## config.mk

```make
export PLATFORM = sky130hd
export DESIGN_NAME = usb_out_ep_csr
export DESIGN_NICKNAME = d
export VERILOG_FILES = /design/src/rtl/usb_out_csr_pkg.sv /design/src/rtl/csr_sticky_bit.sv /design/src/rtl/csr_cmd_pulse.sv /design/src/rtl/out_size_check.sv /design/src/rtl/usb_out_ep_csr.sv
export SDC_FILE = /design/constraint.sdc
export NUM_CORES = 1
export LEC_CHECK = 0
export BUFFER_PORTS_ARGS = -buffer_cell sky130_fd_sc_hd__buf_2
export CAP_MARGIN = 20
export CORE_MARGIN = 1
export CORE_UTILIZATION = 40
export CTS_CLUSTER_DIAMETER = 200
export DETAILED_ROUTE_END_ITERATION = 8
export PLACE_DENSITY = 0.84
export SETUP_SLACK_MARGIN = 0.4
export SYNTH_ARGS = -nofsm -noshare
export SYNTH_HDL_FRONTEND = slang
export SYNTH_SLANG_ARGS = --single-unit
```

## constraint.sdc

```tcl
create_clock -name clk -period 4.3 [get_ports clk]
set_clock_uncertainty 0.15 [all_clocks]
set_input_delay 0.86 -clock clk [delete_from_list [all_inputs] [get_ports clk]]
set_output_delay 0.86 -clock clk [all_outputs]
set_load 0.03 [all_outputs]
```

## src/rtl/usb_out_csr_pkg.sv

```systemverilog
package usb_out_csr_pkg;
  localparam int CSR_W     = 8;
  localparam int BIT_TOG   = 7;
  localparam int BIT_SENT  = 6;
  localparam int BIT_SEND  = 5;
  localparam int BIT_FLUSH = 4;
  localparam int BIT_RDY   = 0;

  localparam int NUM_STICKY = 3;
  localparam int IDX_RDY    = 0;
  localparam int IDX_SENT   = 1;
  localparam int IDX_OVS    = 2;

  typedef struct packed {
    logic sent;
    logic send;
    logic rdy;
  } csr_view_t;

  function automatic logic [CSR_W-1:0] pack_view(input csr_view_t v);
    logic [CSR_W-1:0] b;
    b = '0;
    b[BIT_SENT] = v.sent;
    b[BIT_SEND] = v.send;
    b[BIT_RDY]  = v.rdy;
    return b;
  endfunction
endpackage

```

## src/rtl/csr_sticky_bit.sv

```systemverilog
module csr_sticky_bit (
  input  logic clk,
  input  logic rst,
  input  logic set_i,
  input  logic clr_i,
  output logic q_o
);
  always_ff @(posedge clk) begin
    if (rst)        q_o <= 1'b0;
    else if (set_i) q_o <= 1'b1;
    else if (clr_i) q_o <= 1'b0;
  end
endmodule

```

## src/rtl/csr_cmd_pulse.sv

```systemverilog
module csr_cmd_pulse
  import usb_out_csr_pkg::*;
(
  input  logic             clk,
  input  logic             rst,
  input  logic             wr_hit,
  input  logic [CSR_W-1:0] wdata,
  input  logic             rdy_q,
  output logic             flush_accept,
  output logic             flush_o,
  output logic             tog_o
);
  assign flush_accept = wr_hit && wdata[BIT_FLUSH] && rdy_q;

  always_ff @(posedge clk) begin
    if (rst) begin
      flush_o <= 1'b0;
      tog_o   <= 1'b0;
    end else begin
      flush_o <= flush_accept;
      tog_o   <= wr_hit && wdata[BIT_TOG];
    end
  end
endmodule

```

## src/rtl/out_size_check.sv

```systemverilog
module out_size_check #(
  parameter int CNT_W = 11
) (
  input  logic             rx_done,
  input  logic [CNT_W-1:0] rx_len,
  input  logic [CNT_W-1:0] max_len,
  output logic             oversize
);
  assign oversize = rx_done && (rx_len > max_len);
endmodule

```

## src/rtl/usb_out_ep_csr.sv

```systemverilog
module usb_out_ep_csr
  import usb_out_csr_pkg::*;
#(
  parameter int              ADDR_W   = 8,
  parameter int              CNT_W    = 11,
  parameter logic [ADDR_W-1:0] CSR_ADDR = 8'h10
) (
  input  logic              clk,
  input  logic              rst,
  input  logic [ADDR_W-1:0] cpu_addr,
  input  logic              cpu_wr,
  input  logic              cpu_rd,
  input  logic [CSR_W-1:0]  cpu_wdata,
  output logic [CSR_W-1:0]  cpu_rdata,
  input  logic              pkt_loaded_ev,
  input  logic              stall_sent_ev,
  input  logic              rx_done,
  input  logic [CNT_W-1:0]  rx_len,
  input  logic [CNT_W-1:0]  max_pkt_len,
  output logic              stall_req,
  output logic              fifo_flush,
  output logic              toggle_clr,
  output logic              pkt_ready
);
  logic                  hit, wr_hit, rd_hit;
  logic                  flush_accept, oversize;
  logic                  send_q;
  logic [NUM_STICKY-1:0] set_v, clr_v, q_v;
  csr_view_t             view;

  assign hit    = (cpu_addr == CSR_ADDR);
  assign wr_hit = cpu_wr && hit;
  assign rd_hit = cpu_rd && hit;

  out_size_check #(.CNT_W(CNT_W)) u_size (
    .rx_done (rx_done),
    .rx_len  (rx_len),
    .max_len (max_pkt_len),
    .oversize(oversize)
  );

  csr_cmd_pulse u_cmd (
    .clk         (clk),
    .rst         (rst),
    .wr_hit      (wr_hit),
    .wdata       (cpu_wdata),
    .rdy_q       (q_v[IDX_RDY]),
    .flush_accept(flush_accept),
    .flush_o     (fifo_flush),
    .tog_o       (toggle_clr)
  );

  // set/clear sources for each sticky cell
  always_comb begin
    set_v           = '0;
    clr_v           = '0;
    set_v[IDX_RDY]  = pkt_loaded_ev;
    clr_v[IDX_RDY]  = (wr_hit && !cpu_wdata[BIT_RDY]) || flush_accept;
    set_v[IDX_SENT] = stall_sent_ev;
    clr_v[IDX_SENT] = wr_hit && !cpu_wdata[BIT_SENT];
    set_v[IDX_OVS]  = oversize;
    clr_v[IDX_OVS]  = stall_sent_ev;
  end

  for (genvar i = 0; i < NUM_STICKY; i++) begin : g_sticky
    csr_sticky_bit u_bit (
      .clk  (clk),
      .rst  (rst),
      .set_i(set_v[i]),
      .clr_i(clr_v[i]),
      .q_o  (q_v[i])
    );
  end

  always_ff @(posedge clk) begin
    if (rst)         send_q <= 1'b0;
    else if (wr_hit) send_q <= cpu_wdata[BIT_SEND];
  end

  always_comb begin
    view.sent = q_v[IDX_SENT];
    view.send = send_q;
    view.rdy  = q_v[IDX_RDY];
  end

  always_ff @(posedge clk) begin
    if (rst)         cpu_rdata <= '0;
    else if (rd_hit) cpu_rdata <= pack_view(view);
    else             cpu_rdata <= '0;
  end

  assign pkt_ready = q_v[IDX_RDY];
  assign stall_req = send_q || q_v[IDX_OVS];
endmodule

```

---- Word level (Yosys, flattened, before mapping) ----
Index checks and enable logic that the tools add are counted.
word-level totals
  bits in registers ....................... 14
cells by class
  magnitude comparators ................... 1
  equality and inequality tests ........... 1
  multiplexer cells ....................... 6
  bitwise gates (word level) .............. 1
  reductions and logical operators ........ 16
operators by type and width
  operator            number
  $gt 11x11->1        1
  $eq 8x5->1 const B  1
  $logic_and 1x1->1   8
  $mux 1              6
  $reduce_bool 2->1   3
  $logic_not 1->1     2
  $logic_or 1x1->1    2
  $reduce_or 2->1     1
  $not 1->1           1

---- Depth between registers and ports, before layout ----
Gate-level depths: netlist of run 1.
  word-level depth ........................ 7
  mapped depth ............................ 6
  gate-level depth less buffers ........... 6

---- Cells and area by module ----
Synthesis of run 1 repeated with hierarchy kept, for this count alone.
unflattened totals
  cells, all modules ...................... 84
  area, all modules ....................... 713.2 um^2
by module, submodules not included
  module          times used  cells an instance  area an instance (um^2)  seq. area each (um^2)
  out_size_check  1           40                 290.3                    0.0
  usb_out_ep_csr  1           27                 240.2                    80.1
  csr_sticky_bit  3           4                  38.8                     20.0
  csr_cmd_pulse   1           5                  66.3                     40.0

---- Worst setup path before layout of run 1 ----
No wires, ideal clock.
  path type ............................... input-to-reg
  start ................................... input port max_pkt_len[2]
  end ..................................... register g_sticky[2].u_bit.q_o
  arrival ................................. 1.726 ns
  data required time ...................... 4.019 ns
  slack ................................... 2.293 ns
  stages .................................. 6
  buffers on the path ..................... 0
  path through ............................ inv_1 > ha_1 > a21oi_1 > o21ai_0 > a221oi_1 > a32oi_1
between the ends
  word-level cells in the longest chain between the ends .. 3
ends and longest elaborated chain
  what                                                RTL line              text
  start, declared                                     usb_out_ep_csr.sv:19  input logic [CNT_W-1:0] max_pkt_len,
  $gt 11x11->1 (*)                                    out_size_check.sv:9   assign oversize = rx_done && (rx_len > max_len);
  $logic_and 1x1->1 (*)                               out_size_check.sv:9
  $mux 1 / $reduce_bool 2->1 (equally long branches)  -
  end signal, assigned                                csr_sticky_bit.sv:9   if (rst) q_o <= 1'b0;
  end signal, assigned                                csr_sticky_bit.sv:10  else if (set_i) q_o <= 1'b1;
  end signal, assigned                                csr_sticky_bit.sv:11  else if (clr_i) q_o <= 1'b0;
  end, declared                                       csr_sticky_bit.sv:6   output logic q_o
Every way passes the cells marked *; elsewhere a longest branch is shown, timed or not.
A chain may end at the register's enable or synchronous reset.

---- Final worst setup path of run 1 ----
  start ................................... register send_q
  end ..................................... output port stall_req
between the ends
  word-level cells in the longest chain between the ends .. 1
ends and longest elaborated chain
  what                    RTL line              text
  start, declared         usb_out_ep_csr.sv:27  logic send_q;
  start signal, assigned  usb_out_ep_csr.sv:77  else if (wr_hit) send_q <= cpu_wdata[BIT_SEND];
  $logic_or 1x1->1        usb_out_ep_csr.sv:93  assign stall_req = send_q || q_v[IDX_OVS];
  end, declared           usb_out_ep_csr.sv:20  output logic stall_req,
Every way passes these cells.

==> results of run 1 <==
==> flip-flops by register name, indices dropped and copies added, names as in the netlist <==
name / flops
u_cmd.tog_o: 1
cpu_rdata: 3
send_q: 1
u_cmd.flush_o: 1
g_sticky.u_bit.q_o: 3
==> cells in the mapped netlist, drive strengths merged <==
master	number	share of area [%]
nor2b	2	1.9
a221oi	1	1.3
dfxtp	9	27
or2	1	0.94
nand2b	2	1.9
nor4	1	3.2
nand2	4	2.2
nor3	1	0.75
nor4b	1	3.6
nand3	1	1.5
mux2i	1	1.5
buf	5	5.6
a21oi	6	4.5
and2	4	3.7
inv	13	7.3
nand4	1	0.94
o21ai	5	3.7
and4b	1	1.5
a41o	1	1.5
nor2	3	2.1
ha	11	21
a32oi	1	1.3
conb	1	0.56
and3	1	0.94
==> routing by layer <==
layer / global-route usage, % / up-vias / part of all wire (%)
li1: - / 351 / -
met5: 0 / - / 0
met3: 4.68 / 2 / 12
met4: 5.63 / 0 / 1.0
met1: 15.3 / 280 / 37
met2: 30.9 / 42 / 50
==> stage by stage <==
stage                     total power [mW]  cells  util (%)  setup slack [ns]
after floorplan                      0.122     81         -              2.29
after global placement               0.143    140      58.8              2.12
after detailed placement             0.145    140      58.8              2.09
after CTS                            0.210    144      60.5              2.24
after global routing                 0.221    144      60.5              2.22
final                                0.206    144      60.5              2.26
==> cells by family after synthesis <==
family                     synth area share, %
adders and majority gates                 20.6
muxes                                     1.50
and+or+nand+nor                           25.1
other                                    0.561
buffers and inverters                     12.9
DFF                                       27.0
AOI/OAI and AO/OA                         12.4
==> layout make-up <==
class,instances,share of cell area (%)
Sequential cell,9,19.3
Tap cell,16,2.15
Timing Repair Buffer,48,25.8
Clock buffer,4,2.82
Multi-Input combinational cell,54,44.7
Inverter,13,5.23
==> path summary, 6_finish.rpt <==
path	cells past startpoint	to	startpoint	slack [ns]
worst max-delay path	2	stall_req	send_q	2.26
worst min-delay path	1	cpu_rdata[6]	g_sticky[1].u_bit.q_o	0.30
worst max register to register	2	g_sticky[2].u_bit.q_o	g_sticky[2].u_bit.q_o	3.32
worst min register to register	1	cpu_rdata[6]	g_sticky[1].u_bit.q_o	0.30
==> critical path, cell delays in order, from the launching register on <==
cell	delay (ns)
dfxtp_1	0.31
or2_2	0.28
buf_2	0.18
==> report_power, final <==
group	switching (mW)	leakage (nW)	total [mW]	internal [mW]
logic	0.0292	0.462	0.0560	0.0268
clock network	0.0274	0.0150	0.0630	0.0356
registers	0.00121	0.0733	0.0866	0.0854
total	0.0578	0.551	0.206	0.148
==> metrics.txt, run 1 <==
filler cell count=about 160; Die X=42.9 um; leakage=between 0.5 and 0.6 nW; maximum capacitance violations=0; worst path arrival time=just over 1 ns; FMAX=491 MHz; Initial Utilization=43.3%; period utilisation layout=roughly 47%; Clock Latency Late Sink=between 0.2 and 0.3 ns; initial antenna violation count=0; vias in the first global route=632; Syn Inst Count=77; Slew Viols, Final=0; status=completed; commonest non-fill, non-tap cells in the layout=48 x buf_2, 13 x inv_1, 11 x ha_1; Design Area, Final=between 900 and 1000 um^2; H-tree levels=1; root buffer cell=clkbuf_4; Yosys Warn Count=0; Reg area=roughly 180 um^2; Core ar.=roughly 1500 um^2; sequential-to-total area share from yosys stat=between 20 and 30%; CTS tree=yes; Hold Crit Class=flip-flop to flip-flop; Iter 0 DRT Violations=5; Post-CTS Setup Bufs=0; syn_area_per_cell=between 8 and 9 um^2; WL/cell=between 9 and 10 um; # setup viols final=0; share of cells above drive strength 1=a little over two fifths; hold buffer count at CTS=0; I/O Buffers=48; VDD IR-drop max=around 0.093 mV; area occupied by multi-input gates=approximately 420 um^2; hold slack=slightly above 0.3 ns; largest net degree at the start of global routing=8; grt total ovfl=0; Die ar.=1840 um^2; Startpoint Class=flip-flop; n_diodes=0; Antenna Nets Post-Route=0; all-layer global routing usage=about 16%; global-route wire length before repair=2210 um; vias per cell=between 4 and 5; DR pass1 iterations=2; post-cts resize count=0; most common library cell in the layout ignoring fill and taps=buf_2; GP Congestion=approximately 0.71; setup_tns=0 ns; # IOs=57; min Tclk post-route=just over 2 ns; clock transition at the registers of the reported paths=around 0.06 ns; clock buffer count from CTS=3; DRC=0; kind of critical path=flip-flop to output pin; Critical Path End Type=output pin; Detailed Place HPWL=1200 um; clk sinks=9; PwrDens=about 220 nW/um^2; Worst Path Max Fanout=3; CTS Buffer Depth=2; distinct cell type count after synthesis=25; Routed WL=1340 um; total number of vias=a little under 700; Area Overhead vs Synth=39.5%; FP Rows=14; #FFs+latches synth=9; # nets final=185; final hold viol count=0; RSZ-0062 raised after global routing=no; Die Height=between 40 and 50 um; synthesized cell area=668 um^2; Placed Area=just over 900 um^2; worst path required time=3.29 ns
Note: power is estimated with default switching activity, not from simulation.
==> run 2: changes to the inputs <==
--- a/config.mk
+++ b/config.mk
@@ -8,10 +8,10 @@
 export BUFFER_PORTS_ARGS = -buffer_cell sky130_fd_sc_hd__buf_2
 export CAP_MARGIN = 20
 export CORE_MARGIN = 1
-export CORE_UTILIZATION = 40
+export CORE_UTILIZATION = 37
 export CTS_CLUSTER_DIAMETER = 200
 export DETAILED_ROUTE_END_ITERATION = 8
-export PLACE_DENSITY = 0.84
+export PLACE_DENSITY = 0.78
 export SETUP_SLACK_MARGIN = 0.4
 export SYNTH_ARGS = -nofsm -noshare
 export SYNTH_HDL_FRONTEND = slang
==> constraint.sdc (replaced) <==
create_clock -name clk -period 2.1 [get_ports clk]
set_clock_uncertainty 0.15 [all_clocks]
set_input_delay 0.42 -clock clk [delete_from_list [all_inputs] [get_ports clk]]
set_output_delay 0.42 -clock clk [all_outputs]
set_load 0.03 [all_outputs]
==> run 2 against run 1 <==
  * Combinational power is 110% higher
  * Power is 110% higher
  * Final cell count is 5.6% higher
  * Clock power is 100% higher
  * Non-clock buffer count stayed put
  * Global-route usage is 0.23 points lower
  * Via count is 0.30% lower
  * Largest cell class unchanged
  * Highest routed layer unchanged
==> metrics.txt, run 2 (synthesized netlist as in run 1, its figures left out) <==
worst path arrival time=1.03 ns (about the same); RSZ-0062 raised after global routing=no (unchanged); most common library cell in the layout ignoring fill and taps=buf_2 (unchanged); switch share=28.2% (was 28.1%); Post-CTS Setup Bufs=0 (unchanged); crit-path cells=or2_2 -> buf_2 (unchanged); global-route wire length before repair=2240 um (was 2210 um); Routed WL=1320 um (was 1340 um); CTS Buffer Depth=2 (unchanged); Core ar.=1590 um^2 (was 1540 um^2); # setup viols final=0 (unchanged); H-tree levels=1 (unchanged); Power Internal=0.303 mW (was 0.148 mW); Clk pwr share=30.5% (was 30.7%); Reg area=180 um^2 (unchanged); Clock Latency Late Sink=0.26 ns (was 0.25 ns); # IOs=57 (unchanged); worst r2r src=g_sticky[2].u_bit.q_o (unchanged); leakage=0.551 nW (unchanged); root buffer cell=clkbuf_4 (unchanged); Startpoint Class=flip-flop (unchanged); min Tclk post-route=1.60 ns; Detailed Place HPWL=1210 um (was 1200 um); vias in the first global route=620 (was 632); Gate power share=27.5% (was 27.2%); Psw=0.119 mW (was 0.0578 mW); Critical Path End Type=output pin (unchanged); commonest non-fill, non-tap cells in the layout=48 x buf_2, 13 x inv_1, 11 x ha_1 (unchanged); period utilisation layout=76.3%; hold depth=2 (was 1); Die X=44.5 um (was 42.9 um); R2R depth=2 (unchanged); Antenna Nets Post-Route=0 (unchanged); Iter 0 DRT Violations=2 (was 5); CTS tree=yes (unchanged); all-layer global routing usage=15.6% (was 15.9%); maximum capacitance violations=0 (unchanged); WL/cell=8.69 um (was 9.31 um); post-cts resize count=0 (unchanged); Die Height=44.5 um (was 42.9 um); FMAX=approximately 620 MHz; VDD IR-drop max=0.198 mV (was 0.0934 mV); Initial Utilization=41.9% (was 43.3%); min-delay src=cpu_wdata[7] (was g_sticky[1].u_bit.q_o); cell at the slowest stage of the critical path=dfxtp_1 (unchanged); hold buffer count at CTS=0 (unchanged); post-layout util=59.1% (was 60.5%); Slew Viols, Final=0 (unchanged); Hold Crit Class=input port to flip-flop (was flip-flop to flip-flop); Area Overhead vs Synth=41.0% (was 39.5%); PwrDens=448 nW/um^2 (was 221 nW/um^2); initial antenna violation count=0 (unchanged); crit path from=send_q (unchanged); Sequential Power Share=42.0% (was 42.1%); Die ar.=1980 um^2 (was 1840 um^2); DR pass1 iterations=4 (was 2); largest net degree at the start of global routing=8 (unchanged); kind of critical path=flip-flop to output pin (unchanged); vias per cell=4.43 (was 4.69); I/O Buffers=48 (unchanged); status=completed (unchanged); total number of vias=673 (was 675); final hold viol count=0 (unchanged); clock buffer count from CTS=3 (unchanged); n_diodes=0 (unchanged); area occupied by multi-input gates=417 um^2 (unchanged); # nets final=185 (unchanged); share of cells above drive strength 1=43.8% (unchanged); filler cell count=158 (was 157); clk sinks=9 (unchanged); GP Congestion=0.722 (was 0.706); worst path required time=1.53 ns (was 3.29 ns); hold slack=0.221 ns (was 0.302 ns); DRC=0 (unchanged); FP Rows=14 (unchanged); clock transition at the registers of the reported paths=0.06 ns (about the same); Max stage delay on crit path=0.31 ns (about the same); setup_tns=0 ns (unchanged); grt total ovfl=0 (unchanged); Top Registers=cpu_rdata: 3 flops, g_sticky.u_bit.q_o: 3 flops (unchanged); Worst Path Max Fanout=3 (unchanged)
-- run 2: power by group through the flow --
stage          clock [mW]  combinational [mW]  sequential [mW]
2_1_floorplan           0              0.0656            0.183
3_3_place_gp            0               0.112            0.181
3_5_place_dp            0               0.117            0.181
4_1_cts             0.135               0.118            0.177
5_1_grt             0.144               0.132            0.177
6_report            0.129               0.116            0.177
-- run 2: worst max-delay path, delay by kind of cell, from the launching register on --
kind | cells | cell delay (ns)
DFF | 1 | 0.31
and+or+nand+nor | 1 | 0.29
buffers and inverters | 1 | 0.18
-- run 2: area by class of cell --
cell class | count | share of cell area [%]
inverters | 13 | 5.18
well taps | 24 | 3.19
repair buffers | 48 | 25.5
clock buffers | 4 | 2.79
flip-flops and latches | 9 | 19.1
multi-input cells | 54 | 44.2
-- run 2: routing by layer --
metal	part of all wire (%)	global-route usage, %	up-vias
met5	0	0	-
met4	1.6	9.09	0
met3	9.6	3.67	2
met2	50	30.9	42
met1	39	14.1	277
li1	-	-	352
-- run 2: final timing paths --
| check | slack (ns) | to |
|---|---|---|
| worst max-delay path | 0.50 | stall_req |
| worst min-delay path | 0.22 | u_cmd.tog_o |
| worst max register to register | 1.10 | g_sticky[2].u_bit.q_o |
| worst min register to register | 0.29 | cpu_rdata[6] |
-- run 2: through the flow --
stage	worst slack, ns	instance area, um^2	std cells	total power [mW]
finish	0.497	942	152	0.422
global route	0.441	942	152	0.454
CTS	0.478	942	152	0.430
floorplan	0.533	683	81	0.249
detailed placement	0.341	916	148	0.298
global placement	0.341	916	148	0.293
==> run 3: changes to the inputs <==
==> constraint.sdc (replaced) <==
create_clock -name clk -period 1.5 [get_ports clk]
set_clock_uncertainty 0.15 [all_clocks]
set_input_delay 0.3 -clock clk [delete_from_list [all_inputs] [get_ports clk]]
set_output_delay 0.3 -clock clk [all_outputs]
set_load 0.03 [all_outputs]
==> run 3 against run 2 <==
  * First-iteration DRC count rose to 3.0 times the previous value
  * Flip-flop and latch count unchanged
  * Sequential share of layout area down 3.1 points
  * Clock-buffer cell count unchanged
  * Final cell count up 0.66%
==> metrics.txt, run 3 (synthesized netlist as in run 1, its figures left out) <==
DRC=0 (unchanged); initial antenna violation count=0 (unchanged); Antenna Nets Post-Route=0 (unchanged); Hold Path End=u_cmd.tog_o (unchanged); global-route wire length before repair=2840 um (was 2240 um); min-delay src=cpu_wdata[7] (unchanged); crit-path cells=or2_4 -> buf_6 (was or2_2 -> buf_2); clock transition at the registers of the reported paths=0.06 ns (about the same); Die ar.=1980 um^2 (unchanged); final hold viol count=0 (unchanged); leakage=0.567 nW (was 0.551 nW); H-tree levels=1 (unchanged); filler cell count=121 (was 158); Max stage delay on crit path=0.32 ns (was 0.31 ns); Iter 0 DRT Violations=6 (was 2); most common library cell in the layout ignoring fill and taps=buf_2 (unchanged); maximum capacitance violations=0 (unchanged); vias in the first global route=736 (was 620); kind of critical path=flip-flop to output pin (unchanged); RSZ-0062 raised after global routing=yes (was no); GP Congestion=0.666 (was 0.722); Die X=44.5 um (unchanged); DR pass1 iterations=3 (was 4); WL/cell=11.9 um (was 8.69 um); Initial Utilization=41.9% (unchanged); Routed WL=1830 um (was 1320 um); total number of vias=705 (was 673); clk sinks=9 (unchanged); worst path required time=1.05 ns (was 1.53 ns); Clock Latency Late Sink=0.25 ns (was 0.26 ns); FF-to-FF End=g_sticky[2].u_bit.q_o (unchanged); Worst Path Max Fanout=2 (was 3); Top Registers=cpu_rdata: 3 flops, g_sticky.u_bit.q_o: 3 flops (unchanged); VDD IR-drop max=0.315 mV (was 0.198 mV); min Tclk post-route=1.39 ns; hold depth=2 (unchanged); Hold Crit Class=input port to flip-flop (unchanged); Core ar.=1590 um^2 (unchanged); worst r2r src=g_sticky[2].u_bit.q_o (unchanged); Power, Total=0.657 mW (was 0.422 mW); R2R depth=2 (unchanged); n_diodes=0 (unchanged); Area Overhead vs Synth=77.5% (was 41.0%); # nets final=186 (was 185); Startpoint Class=flip-flop (unchanged); PwrDens=554 nW/um^2 (was 448 nW/um^2); Placed Area=1070 um^2 (was 916 um^2); Reg2Reg Setup Slack=0.47 ns (was 1.10 ns); period utilisation layout=between 90% and 100%; largest net degree at the start of global routing=8 (unchanged); CTS Buffer Depth=2 (unchanged); cell at the slowest stage of the critical path=dfxtp_2 (was dfxtp_1); Slew Viols, Final=0 (unchanged); Die Height=44.5 um (unchanged); all-layer global routing usage=20.3% (was 15.6%); setup_tns=0 ns (unchanged); FP Rows=14 (unchanged); vias per cell=4.61 (was 4.43); # IOs=57 (unchanged); I/O Buffers=48 (unchanged); # setup viols final=0 (unchanged); worst path arrival time=0.94 ns (was 1.03 ns); Critical Path End Type=output pin (unchanged); FMAX=about 700 MHz; commonest non-fill, non-tap cells in the layout=37 x buf_2, 11 x buf_6, 10 x ha_4 (was 48 x buf_2, 13 x inv_1, 11 x ha_1); clock buffer count from CTS=3 (unchanged); root buffer cell=clkbuf_4 (unchanged); share of cells above drive strength 1=66.7% (was 43.8%); CTS tree=yes (unchanged); status=completed (unchanged); Design Area, Final=1190 um^2 (was 942 um^2); grt total ovfl=0 (unchanged); Detailed Place HPWL=1430 um (was 1210 um)
[run 3: area by class of cell]
| type | count | area, um^2 | share of cell area [%] |
|---|---|---|---|
| clock buffer | 4 | 26.3 | 2.22 |
| sequential | 9 | 190 | 16.0 |
| multi-input combinational | 54 | 549 | 46.3 |
| tap | 24 | 30.0 | 2.53 |
| inverter | 13 | 73.8 | 6.22 |
| timing repair buffer | 49 | 317 | 26.7 |
[run 3: how the worst max path moves through the flow]
| stage | from | end | slack, ns | cells past startpoint |
|---|---|---|---|---|
| after floorplan | max_pkt_len[9] | g_sticky[2].u_bit.q_o | 0.18 | 6 |
| after global placement | max_pkt_len[9] | g_sticky[2].u_bit.q_o | -0.06 | 7 |
| after detailed placement | max_pkt_len[9] | g_sticky[2].u_bit.q_o | -0.12 | 7 |
| after CTS | send_q | stall_req | 0.10 | 2 |
| after global routing | g_sticky[2].u_bit.q_o | stall_req | 0.07 | 2 |
| final | send_q | stall_req | 0.11 | 2 |
[run 3: power breakdown]
group | total, mW | internal (mW) | switching (mW)
Combinational | 0.223 | 0.111 | 0.112
Clock | 0.183 | 0.102 | 0.0810
Sequential | 0.250 | 0.245 | 0.00438
Total | 0.657 | 0.459 | 0.197
[run 3: critical path: cells and delay by family, from the launching register on]
| kind | cells | cell delay (ns) |
|---|---|---|
| simple gates | 1 | 0.24 |
| flops | 1 | 0.32 |
| buf+inv | 1 | 0.14 |
[run 3: what timing repair did]
| action | CTS | global route |
|---|---|---|
| setup buffers | 1 | 0 |
| gates resized for setup | 25 | 1 |
| setup endpoints to repair | 10 | 13 |
| hold buffers | 0 | 0 |
| pin swaps | 5 | 3 |
[run 3: metal layers]
metal  up-vias  part of all wire, %  global-route usage (%)
li1        354                    -                       -
met4         0                  3.1                    12.1
met2        29                   59                    41.8
met1       316                   34                    17.5
met5         -                    0                       0
met3         6                  4.3                    3.67
[run 3: stage by stage]
step                      setup slack [ns]  util [%]  hold WS [ns]  std cells
after floorplan                      0.177         -         0.219         81
after global placement             -0.0578      67.3         0.291        148
after detailed placement            -0.119      67.3         0.313        148
after CTS                            0.102      74.0         0.111        153
after global routing                0.0668      74.4        0.0948        153
final                                0.106      74.4         0.110        153
